<file path="config.mk">
export PLATFORM = sky130hd
export DESIGN_NAME = tvalu_top
export DESIGN_NICKNAME = d
export VERILOG_FILES = /design/src/rtl/tvalu_pkg.sv /design/src/rtl/tvalu_slice.sv /design/src/rtl/tvalu_vote.sv /design/src/rtl/tvalu_ctrl.sv /design/src/rtl/tvalu_top.sv
export SDC_FILE = /design/constraint.sdc
export NUM_CORES = 1
export LEC_CHECK = 0
export ABC_CLOCK_PERIOD_IN_PS = 2900
export BUFFER_PORTS_ARGS = -buffer_cell sky130_fd_sc_hd__buf_2
export CAP_MARGIN = 20
export CORE_AREA = 2 2 83 85
export CTS_CLUSTER_DIAMETER = 80
export DETAILED_ROUTE_END_ITERATION = 10
export DIE_AREA = 0 0 85 87
export SYNTH_ARGS = -nofsm -noshare
export SYNTH_HDL_FRONTEND = slang
export SYNTH_SLANG_ARGS = --single-unit
</file>
<file path="constraint.sdc">
create_clock -name clk -period 2.9 [get_ports clk]
set_input_delay 0.435 -clock clk [delete_from_list [all_inputs] [get_ports clk]]
set_output_delay 0.435 -clock clk [all_outputs]
set_load 0.005 [all_outputs]
</file>
<file path="src/rtl/tvalu_pkg.sv">
// Shared types and constants for the segmented triple-voted ALU.
// Assumes: exactly three redundant lanes; opcode values are fixed by the port contract.
package tvalu_pkg;
    typedef enum logic [1:0] {
        OP_ADD = 2'b00,
        OP_AND = 2'b01,
        OP_OR  = 2'b10,
        OP_XOR = 2'b11
    } alu_op_e;

    localparam int LANES = 3;
endpackage

</file>
<file path="src/rtl/tvalu_slice.sv">
// One narrow ALU lane: add with carry-in, or a bitwise function, on W-bit segments.
// Its sum and carry pass through XOR fault masks used for test.
// Assumes: the carry output is forced to 0 for logic opcodes before the mask is applied.
module tvalu_slice
    import tvalu_pkg::*;
#(
    parameter int W = 4
) (
    input  logic [W-1:0] a,
    input  logic [W-1:0] b,
    input  logic         cin,
    input  alu_op_e      op,
    input  logic [W-1:0] flip_sum,
    input  logic         flip_cy,
    output logic [W-1:0] y,
    output logic         co
);
    logic [W:0] wide;

    // Purpose: the fault-free lane result.
    always_comb begin
        wide = '0;
        case (op)
            OP_ADD:  wide = {1'b0, a} + {1'b0, b} + {{W{1'b0}}, cin};
            OP_AND:  wide = {1'b0, a & b};
            OP_OR:   wide = {1'b0, a | b};
            default: wide = {1'b0, a ^ b};
        endcase
    end

    // Purpose: apply the test fault masks.
    always_comb begin
        y  = wide[W-1:0] ^ flip_sum;
        co = wide[W] ^ flip_cy;
    end
endmodule

</file>
<file path="src/rtl/tvalu_vote.sv">
// Bitwise two-of-three majority voter with a disagreement indicator.
// Assumes: at most one input is wrong, so the vote equals the fault-free value.
module tvalu_vote #(
    parameter int W = 4
) (
    input  logic [W-1:0] x0,
    input  logic [W-1:0] x1,
    input  logic [W-1:0] x2,
    output logic [W-1:0] v,
    output logic         dis
);
    // Purpose: majority of each bit position, and a flag when any input differs from it.
    always_comb begin
        v   = (x0 & x1) | (x0 & x2) | (x1 & x2);
        dis = |((x0 ^ v) | (x1 ^ v) | (x2 ^ v));
    end
endmodule

</file>
<file path="src/rtl/tvalu_ctrl.sv">
// Pass sequencer: accepts a start when idle, steps through NUM_SEG passes, then
// pulses done for one cycle.
// Assumes: NUM_SEG >= 1; a start seen while busy is dropped.
module tvalu_ctrl #(
    parameter int NUM_SEG = 3,
    localparam int IDX_W  = (NUM_SEG > 1) ? $clog2(NUM_SEG) : 1
) (
    input  logic             clk,
    input  logic             rst_n,
    input  logic             start,
    output logic             accept,
    output logic             busy,
    output logic [IDX_W-1:0] idx,
    output logic             last,
    output logic             done
);
    // Purpose: decode which start is taken and which pass is the final one.
    always_comb begin
        accept = start && !busy;
        last   = (idx == IDX_W'(NUM_SEG - 1));
    end

    // Purpose: busy state, pass index and the done pulse.
    always_ff @(posedge clk) begin
        if (!rst_n) begin
            busy <= 1'b0;
            idx  <= '0;
            done <= 1'b0;
        end else begin
            done <= 1'b0;
            if (accept) begin
                busy <= 1'b1;
                idx  <= '0;
            end else if (busy) begin
                if (last) begin
                    busy <= 1'b0;
                    idx  <= '0;
                    done <= 1'b1;
                end else begin
                    idx <= idx + 1'b1;
                end
            end
        end
    end
endmodule

</file>
<file path="src/rtl/tvalu_top.sv">
// Segmented triple-voted ALU: three identical SEG_W-bit lanes compute each segment
// in parallel. Their outputs are voted, and the voted segments are assembled over
// NUM_SEG passes.
// Assumes: fault masks are held steady for the whole operation; the result is only
// meaningful while done is high or afterwards.
module tvalu_top
    import tvalu_pkg::*;
#(
    parameter int SEG_W   = 4,
    parameter int NUM_SEG = 3,
    localparam int DW     = SEG_W * NUM_SEG,
    localparam int IDX_W  = (NUM_SEG > 1) ? $clog2(NUM_SEG) : 1
) (
    input  logic                   clk,
    input  logic                   rst_n,
    input  logic                   start,
    input  logic [DW-1:0]          opa,
    input  logic [DW-1:0]          opb,
    input  logic [1:0]             op,
    input  logic [LANES*SEG_W-1:0] inj_sum,
    input  logic [LANES-1:0]       inj_carry,
    output logic                   done,
    output logic [DW-1:0]          result,
    output logic                   carry_out,
    output logic                   mismatch
);
    logic             accept, busy, last;
    logic [IDX_W-1:0] idx;
    logic [DW-1:0]    a_q, b_q, res_q;
    alu_op_e          op_q;
    logic             carry_q, flag_q;
    logic [SEG_W-1:0] seg_a, seg_b, v_sum;
    logic [SEG_W-1:0] l_sum [LANES];
    logic             l_cy  [LANES];
    logic [0:0]       v_cy;
    logic             dis_sum, dis_cy;

    tvalu_ctrl #(.NUM_SEG(NUM_SEG)) u_ctrl (
        .clk(clk), .rst_n(rst_n), .start(start), .accept(accept),
        .busy(busy), .idx(idx), .last(last), .done(done)
    );

    // Purpose: select the operand segment for the current pass.
    always_comb begin
        seg_a = a_q[idx*SEG_W +: SEG_W];
        seg_b = b_q[idx*SEG_W +: SEG_W];
    end

    for (genvar g = 0; g < LANES; g++) begin : g_lane
        tvalu_slice #(.W(SEG_W)) u_slice (
            .a(seg_a), .b(seg_b), .cin(carry_q), .op(op_q),
            .flip_sum(inj_sum[g*SEG_W +: SEG_W]), .flip_cy(inj_carry[g]),
            .y(l_sum[g]), .co(l_cy[g])
        );
    end

    tvalu_vote #(.W(SEG_W)) u_vote_sum (
        .x0(l_sum[0]), .x1(l_sum[1]), .x2(l_sum[2]), .v(v_sum), .dis(dis_sum)
    );

    tvalu_vote #(.W(1)) u_vote_cy (
        .x0(l_cy[0]), .x1(l_cy[1]), .x2(l_cy[2]), .v(v_cy), .dis(dis_cy)
    );

    // Purpose: capture the operands and the opcode on an accepted start.
    always_ff @(posedge clk) begin
        if (!rst_n) begin
            a_q  <= '0;
            b_q  <= '0;
            op_q <= OP_ADD;
        end else if (accept) begin
            a_q  <= opa;
            b_q  <= opb;
            op_q <= alu_op_e'(op);
        end
    end

    // Purpose: carry chain, result assembly and the sticky disagreement flag.
    always_ff @(posedge clk) begin
        if (!rst_n) begin
            carry_q <= 1'b0;
            res_q   <= '0;
            flag_q  <= 1'b0;
        end else if (accept) begin
            carry_q <= 1'b0;
            flag_q  <= 1'b0;
        end else if (busy) begin
            carry_q <= v_cy[0];
            res_q[idx*SEG_W +: SEG_W] <= v_sum;
            if (dis_sum || (op_q == OP_ADD && dis_cy))
                flag_q <= 1'b1;
        end
    end

    // Purpose: drive the outputs from the registered state.
    always_comb begin
        result    = res_q;
        carry_out = carry_q;
        mismatch  = flag_q;
    end
endmodule

</file>
==> results of run 1 <==
## final cells by class
| type | count | share of cell area |
|---|---|---|
| clock buffers | 6 | 0.0275 |
| clock inverters | 2 | 0.00333 |
| inverters | 16 | 0.0200 |
| multi-input cells | 213 | 0.505 |
| flip-flops and latches | 44 | 0.295 |
| well taps | 80 | 0.0333 |
| repair buffers | 66 | 0.117 |
## flip-flops by register name (all words and copies together), names as in the netlist
name         count
u_ctrl.done      1
mismatch         1
op_q             2
result          12
carry_out        1
b_q             12
u_ctrl.idx       2
u_ctrl.busy      1
a_q             12
## cells in the mapped netlist, types with 2 or more instances
cell and n:
a22o_1 6, mux2_2 3, nor2b_1 3, fa_1 2, xor2_1 3, a221oi_1 2, nand2_1 72, nand4_1 3
a32oi_1 3, ha_1 14, a21oi_1 5, and3_1 4, a21o_1 3, nand3_1 2, buf_2 8, clkbuf_1 7
maj3_1 4, mux2i_1 9, nand3b_1 2, nor3_1 6, o22a_1 8, a21boi_0 29, nor2_1 2, or3_1 2
mux4_2 3, dfxtp_1 44, o21ai_0 4, nand2b_1 3, inv_1 16
## per-layer routing
layer | up-vias | part of all wire | routed length [um] | global-route usage
met2 | 54 | 0.45 | 2510 | 0.262
met1 | 976 | 0.49 | 2700 | 0.207
met4 | 0 | 0.012 | 68 | 0.0534
li1 | 1115 | - | - | -
met3 | 7 | 0.049 | 270 | 0.0341
met5 | - | 0 | 0 | 0
## power by group through the flow
stage,Combinational (uW),Clock [uW],Sequential (uW)
4_1_cts,256,413,661
5_1_grt,289,438,665
2_1_floorplan,182,0,663
6_report,256,406,660
3_5_place_dp,254,0,675
3_3_place_gp,249,0,674
## worst max-delay path: stages, from the launching register on
cell and delay (ns):
dfxtp_4 0.39, mux2i_1 0.21, o22a_1 0.18, inv_1 0.08
fa_1 0.44, fa_2 0.37, xor2_1 0.14, mux4_2 0.49
xnor2_2 0.17, o31ai_1 0.18
## worst min path at each step
| stage | from | endpoint | slack (ns) | cells after the start |
|---|---|---|---|---|
| 2_1_floorplan | a_q[0] | a_q[0] | 0.44 | 2 |
| 3_3_place_gp | result[2] | result[2] | 0.45 | 2 |
| 3_5_place_dp | result[6] | result[6] | 0.44 | 2 |
| 4_1_cts | opb[11] | b_q[11] | 0.37 | 3 |
| 5_1_grt | opa[5] | a_q[5] | 0.37 | 3 |
| 6_report | opa[1] | a_q[1] | 0.37 | 3 |
## cell usage in the layout (no fill, tap or decap), drive strengths merged, types with 7 or more instances in the layout
| master | synthesis | layout |
|---|---|---|
| dfxtp | 44 | 44 |
| nand2 | 73 | 73 |
| mux2i | 9 | 9 |
| inv | 16 | 16 |
| ha | 14 | 14 |
| o22a | 8 | 8 |
| nor3 | 7 | 7 |
| buf | 9 | 66 |
| a21boi | 29 | 29 |
## cells by family after synthesis
logic type / Yosys count / share of synthesized area
flops: 44 / 0.349
compound gates: 68 / 0.205
mux: 15 / 0.0759
fa+ha+maj: 20 / 0.101
xor+xnor: 4 / 0.0139
simple gates: 106 / 0.200
buf+inv: 32 / 0.0546
## per-stage QoR
step           setup slack [ns]   util  hold slack [ns]  total power (uW)  instances
2_1_floorplan            0.0265      -            0.443               845        289
3_3_place_gp              0.182  0.441            0.449               923        417
3_5_place_dp             0.0924  0.441            0.443               930        417
4_1_cts                  0.0605  0.455            0.372              1330        425
5_1_grt                  0.0286  0.458            0.370              1390        427
6_report                  0.171  0.458            0.372              1320        427
## timing repair
item,CTS,global route
gates resized for setup,0,2
setup endpoints to repair,0,5
setup buffers,0,2
==> results.txt, run 1 <==
Status: complete, no violations
Clock power frac: 0.307
Nets: 406
Placer congestion estimate: 0.756
Max IR drop VDD: 220 uV
R2R Path Start: u_ctrl.idx[0]
Primary FF master, synth: dfxtp_1
CTS tree: built
Setup tns final: 0 ns
Initial drt markers: 46
H-tree depth: 2
PD cells: 440 mW/mm^2
Synth area leaders: dfxtp_1, nand2_1, a21boi_0
Horiz. Die Dim: 85 um
Post-synth top area share: 0.349
Unrepaired setup endpoints after global routing: false
Setup CP Type: reg2reg
Footprint of the multi-input gates: 0.00152 sq mm
Largest area contributor in the netlist: dfxtp_1
Async S/R FF share, synth: 0
FF/Latch Area: 886 sq um
Max-slew violations: 0
Congestion Overflow GR: 0
Largest net degree at the start of global routing: 36
CP required: 3.12 ns
Setup-failing EPs final: 0
Fmax: 366 MHz
Combinational share of power: 0.194
Clock tree sinks: 44
Hold Crit Class: in2reg
Fillers: 676
P_leak: 0.00136 uW
Total GRT Usage: 0.159
Vias in the first global route: 2108
Layout area overhead: 19.1%
YS warnings: 0
Number of max-cap violations: 0
Syn Inst Count: 289
Share of total power in sequential cells: 0.499
Netlist cell types: 46
Ant diodes: 0
Fin area: 0.00301 sq mm
DRC violations left: 0
Worst Setup End Kind: flip-flop
Flop2flop setup slack: 0.17 ns
Core Rows: 30
Core ar.: 0.00657 sq mm
#FFs+latches synth: 44
Total number of vias: 2152
CP arrival: 2.95 ns
Slew @ Worst Pin: 0.748 ns
Share of layout cells above drive strength 1: 0.259
Sequential cell area fraction in the yosys report: 0.349
Clock skew: 0.00219 ns
Post-route minimum period: 2.73 ns
Routed WL: 5.55 mm
DR pass1 iterations: 4
I/O pins: 59
Initial core utilization: 0.384
Detailed Place HPWL: 4.17 mm
Worst-Skew Late Latency: 0.30 ns
CP endpoint: result[6]
Placed Area: 0.00289 sq mm
Vias per cell: 5.04
Worst Path Max Fanout: 7
CP startpoint kind: flip-flop
Synthesized area: 0.00252 sq mm
CTS Buffer Depth: 2
Max_slew headroom: 0.497
FF-to-FF End: result[6]
Syn nets: 349
Hold-fix buffers, CTS: 0
CTS buffer count: 5
Clock transition at path regs: 0.08 ns
CTS root buffer: clkbuf_8
Chip height: 87 um
Routed len/inst: 13.0 um
First-pass GRT wire length: 9.52 mm
Initial antenna violation count: 0
Tcrit/Tclk final: 0.941
Internal power: 946 uW
Sw frac: 0.285
# port buffers: 58
Die area: 0.00740 sq mm
Antenna Nets Post-Route: 0
Mapped Avg Cell Area: 8.73 sq um
Worst Setup SP: u_ctrl.idx[0]
Switching power: 376 uW
Worst-case reg-to-reg path depth: 9
Post-synth EDFFs: 0
Final Hold Fails: 0
(Power assumes the default switching activity.)
==> run 2, diff against run 1 <==
--- a/config.mk
+++ b/config.mk
@@ -8,10 +8,10 @@
 export ABC_CLOCK_PERIOD_IN_PS = 2900
 export BUFFER_PORTS_ARGS = -buffer_cell sky130_fd_sc_hd__buf_2
 export CAP_MARGIN = 20
-export CORE_AREA = 2 2 83 85
+export CORE_AREA = 2 2 76 92
 export CTS_CLUSTER_DIAMETER = 80
 export DETAILED_ROUTE_END_ITERATION = 10
-export DIE_AREA = 0 0 85 87
+export DIE_AREA = 0 0 78 94
 export SYNTH_ARGS = -nofsm -noshare
 export SYNTH_HDL_FRONTEND = slang
 export SYNTH_SLANG_ARGS = --single-unit
==> run 2 against run 1 <==
Effect of this change: hold slack worse by 0.0023 ns; sequential cell count is the same; cell count increased by 1.2%; via count is 0.46% lower; critical path type unchanged; critical endpoint unchanged; sequential share of layout area fell by 0.30 points; largest cell class unchanged; maximum frequency increased by 0.82%; wire length shrank 0.47%; final area is 0.75% higher.
==> results.txt, run 2 (synthesis results as in run 1) <==
Status: complete, no violations
Final Total Pwr: 1400 uW
Fmax: 369 MHz
Total GRT Usage: 0.158
Max_slew headroom: 0.570
Most common cell on crit path: fa_2
PD cells: 461 mW/mm^2
Met2 routed WL: 2.73 mm
Inst Count DP: 423
Initial antenna violation count: 0
Hold Crit Class: in2reg
Final Non-Filler Cells: 432
Number of max-cap violations: 0
Flop2flop setup slack: 0.19 ns
P_leak: 0.00136 uW
Metal-1 WL: 2.50 mm
FF-to-FF End: result[6]
CTS buffer count: 5
Max-slew violations: 0
Highest routed layer: met4
Worst-case reg-to-reg path depth: 9
First-pass GRT wire length: 9.32 mm
Footprint of the multi-input gates: 0.00152 sq mm
Initial core utilization: 0.394
CTS root buffer: clkbuf_8
Setup-failing EPs final: 0
Detailed Place HPWL: 4.20 mm
Final Hold Fails: 0
Ant diodes: 0
Die area: 0.00733 sq mm
Crit-path cells: mux2i_1 > o22a_1 > inv_1 > fa_2 > fa_2 > xor2_1 > mux4_2 > xnor2_2 > o31ai_1
Worst Setup End Kind: flip-flop
Post-route minimum period: 2.71 ns
Worst Setup SP: u_ctrl.idx[0]
Tcrit/Tclk final: 0.933
Initial drt markers: 65
CTS Buffer Depth: 2
Clock tree sinks: 44
Hold depth: 3
Routed len/inst: 12.8 um
CP startpoint kind: flip-flop
Met3 wire len: 235 um
Vias in the first global route: 2028
Chip height: 94 um
Max incr delay on CP: 0.49 ns
FF/Latch Area: 883 sq um
Total number of vias: 2142
DRC violations left: 0
Core Rows: 32
Setup CP Type: reg2reg
Most common cell after layout, fill and taps aside: nand2_1
Placed Area: 0.00291 sq mm
Placer congestion estimate: 0.791
Worst-Skew Late Latency: 0.30 ns
Clock transition at path regs: 0.09 ns
Fin Hold WS: 0.370 ns
CP required: 3.12 ns
I/O pins: 59
Congestion Overflow GR: 0
Crit path max-delay family: adder cells
# port buffers: 58
CTS tree: built
Worst Path Max Fanout: 4
Nets: 406
Layout area overhead: 20.0%
Routed WL: 5.52 mm
CP arrival: 2.92 ns
R2R Path Start: u_ctrl.idx[0]
Largest net degree at the start of global routing: 29
H-tree depth: 2
Max IR drop VDD: 216 uV
Unrepaired setup endpoints after global routing: false
DR pass1 iterations: 4
Fillers: 653
Setup tns final: 0 ns
Vias per cell: 4.96
Clock skew: 0.0119 ns
Most frequent cells in the layout: nand2_1, buf_2, dfxtp_1
Worst path slowest cell: mux4_2
Share of layout cells above drive strength 1: 0.259
Horiz. Die Dim: 78 um
Worst path buffer plus inverter count: 1
Antenna Nets Post-Route: 0
Critical Path Stages: 9
Slew @ Worst Pin: 0.639 ns
Core ar.: 0.00641 sq mm
CP endpoint: result[6]
Fin area: 0.00303 sq mm
[run 2: changes by cell type in the layout (fill, tap and decap cells not counted)]
cell,delta
bufinv_16,+1
clkbuf_8,-1
clkinv_2,-1
clkinvlp_4,+1
dfxtp_2,+1
dfxtp_4,-1
fa_1,-1
fa_2,+1
nor2b_1,+1
nor2b_2,-1
[run 2: metrics by stage]
step / utilization / setup slack [ns]
finish: 0.473 / 0.193
global route: 0.473 / 0.0402
CTS: 0.471 / 0.136
detailed placement: 0.454 / 0.181
global placement: 0.454 / 0.246
floorplan: - / 0.0265
[run 2: routing by layer]
metal,up-vias,GRT usage
li1,1115,-
met1,977,0.192
met2,45,0.280
met3,5,0.0308
met4,0,0.0482
met5,-,0
[run 2: worst reg2reg max path, stage by stage (launching register included)]
cell and delay, ns:
dfxtp_2 0.38, mux2i_1 0.21, o22a_1 0.19, inv_1 0.08, fa_2 0.38, fa_2 0.36
xor2_1 0.15, mux4_2 0.49, xnor2_2 0.17, o31ai_1 0.22
[run 2: how the worst min path moves through the flow]
stage / start / endpoint / slack (ns)
final: opa[5] / a_q[5] / 0.37
after global routing: opa[3] / a_q[3] / 0.36
after CTS: opa[3] / a_q[3] / 0.37
after detailed placement: result[6] / result[6] / 0.44
after global placement: result[2] / result[2] / 0.44
after floorplan: a_q[0] / a_q[0] / 0.44
[run 2: timing repair]
action / in CTS / in global routing
gates resized for setup: 0 / 2
setup endpoints to repair: 0 / 2
buffers inserted: 0 / 1
hold buffers: 0 / 0
[run 2: area by class of cell]
cell class / instances / area share
well taps: 85 / 0.0351
flip-flops and latches: 44 / 0.292
clock buffers: 5 / 0.0227
multi-input cells: 213 / 0.501
inverters: 16 / 0.0198
clock inverters: 3 / 0.0140
repair buffers: 66 / 0.116
[run 2: where the power goes]
group / switching (uW) / internal, uW
logic: 132 / 121
clock network: 228 / 255
registers: 25.1 / 634
total: 385 / 1010
==> run 3, diff against run 2 <==
--- a/config.mk
+++ b/config.mk
@@ -8,10 +8,13 @@
 export ABC_CLOCK_PERIOD_IN_PS = 2900
 export BUFFER_PORTS_ARGS = -buffer_cell sky130_fd_sc_hd__buf_2
 export CAP_MARGIN = 20
-export CORE_AREA = 2 2 76 92
+export CELL_PAD_IN_SITES_DETAIL_PLACEMENT = 1
+export CELL_PAD_IN_SITES_GLOBAL_PLACEMENT = 2
+export CORE_AREA = 2 2 89 108
 export CTS_CLUSTER_DIAMETER = 80
 export DETAILED_ROUTE_END_ITERATION = 10
-export DIE_AREA = 0 0 78 94
+export DIE_AREA = 0 0 91 110
+export PLACE_DENSITY_LB_ADDON = 0.1
 export SYNTH_ARGS = -nofsm -noshare
 export SYNTH_HDL_FRONTEND = slang
 export SYNTH_SLANG_ARGS = --single-unit
==> run 3 against run 2 <==
Effect of this change: core utilization fell by 13 points; largest cell class unchanged; global-route usage down 1.9 points; sequential share of layout area shrank 0.50 points; final area is 1.6% higher; die area is 37% higher; first-iteration DRC count decreased by 22%; clock skew down 0.0034 ns; hold slack better by 0.0038 ns; highest routed layer unchanged; cell count increased by 8.3%; sequential power barely moved.
==> results.txt, run 3 (synthesis results as in run 1) <==
Status: complete, no violations
Nets: 407
Flop2flop setup slack: 0.23 ns
Inst Count DP: 459
Number of max-cap violations: 0
DRC violations left: 0
Antenna Nets Post-Route: 0
Total GRT Usage: 0.139
Total number of vias: 2208
Worst-Skew Late Latency: 0.30 ns
Fin Hold WS: 0.374 ns
Clock transition at path regs: 0.09 ns
CP required: 3.12 ns
CTS buffer count: 5
Horiz. Die Dim: 91 um
Footprint of the multi-input gates: 0.00152 sq mm
Routed len/inst: 13.8 um
Routed WL: 6.47 mm
Fin area: 0.00308 sq mm
Setup tns final: 0 ns
P_leak: 0.00137 uW
Fillers: 1132
Clock tree sinks: 44
Tcrit/Tclk final: 0.920
CTS tree: built
Ant diodes: 0
Max IR drop VDD: 171 uV
Final Non-Filler Cells: 468
Initial antenna violation count: 0
PD cells: 453 mW/mm^2
Max_slew headroom: 0.550
Slew @ Worst Pin: 0.669 ns
Placer congestion estimate: 0.740
Hold Crit Class: in2reg
I/O pins: 59
Most frequent cells in the layout: nand2_1, buf_2, dfxtp_1
Vias in the first global route: 2205
CP arrival: 2.89 ns
Layout area overhead: 22.0%
First-pass GRT wire length: 11.0 mm
Core Rows: 38
Die area: 0.0100 sq mm
CTS Buffer Depth: 2
Setup CP Type: reg2reg
Final Hold Fails: 0
Max-slew violations: 0
Largest net degree at the start of global routing: 28
Placed Area: 0.00296 sq mm
Unrepaired setup endpoints after global routing: false
H-tree depth: 2
Detailed Place HPWL: 5.11 mm
Worst Path Max Fanout: 4
# port buffers: 58
Final Total Pwr: 1390 uW
Hold-fix buffers, CTS: 0
Vias per cell: 4.72
Setup-failing EPs final: 0
CTS root buffer: clkbuf_8
Post-route minimum period: 2.67 ns
Worst Setup End Kind: flip-flop
Core ar.: 0.00894 sq mm
Initial drt markers: 51
Most common cell after layout, fill and taps aside: nand2_1
Clock skew: 0.00851 ns
Fmax: 375 MHz
FF/Latch Area: 882 sq um
Chip height: 110 um
Congestion Overflow GR: 0
DR pass1 iterations: 4
Initial core utilization: 0.282
Share of layout cells above drive strength 1: 0.259
CP startpoint kind: flip-flop
## run 3: final cells by class
type | instances | share of cell area
clock buffers | 6 | 0.0236
clock inverters | 2 | 0.0114
inverters | 16 | 0.0195
multi-input cells | 213 | 0.494
flip-flops and latches | 44 | 0.287
well taps | 120 | 0.0488
repair buffers | 67 | 0.116
## run 3: critical path: stages, from the launching register on
cell and delay [ns]:
dfxtp_2 0.37, mux2i_1 0.19, o22a_1 0.17, inv_1 0.08, fa_2 0.39, fa_2 0.36
xor2_1 0.14, mux4_2 0.48, xnor2_2 0.17, o31ai_1 0.22
## run 3: worst paths after layout
kind / start / endpoint / cells after the start
max: u_ctrl.idx[0] / result[6] / 9
min: opb[8] / b_q[8] / 3
max reg2reg: u_ctrl.idx[0] / result[6] / 9
min reg2reg: a_q[1] / a_q[1] / 2
## run 3: report_power, final
part           switching, uW  internal [uW]
sequential              25.8            634
clock                    217            256
combinational            139            122
total                    381           1010
## run 3: per-stage QoR
step           worst slack, ns  utilization
3_5_place_dp             0.156        0.331
5_1_grt                 0.0559        0.344
3_3_place_gp             0.220        0.331
6_report                 0.233        0.344
4_1_cts                  0.125        0.343
2_1_floorplan           0.0265            -
## run 3: per-layer routing
metal	part of all wire	global-route usage
met1	0.44	0.165
met2	0.50	0.251
met3	0.039	0.0286
met4	0.015	0.0455
met5	0	0
## run 3: repair_timing
action | in CTS | in global routing
hold endpoints to repair | 0 | 0
gates resized for setup | 0 | 1
endpoints found under the setup margin | 0 | 3
setup buffers | 0 | 1
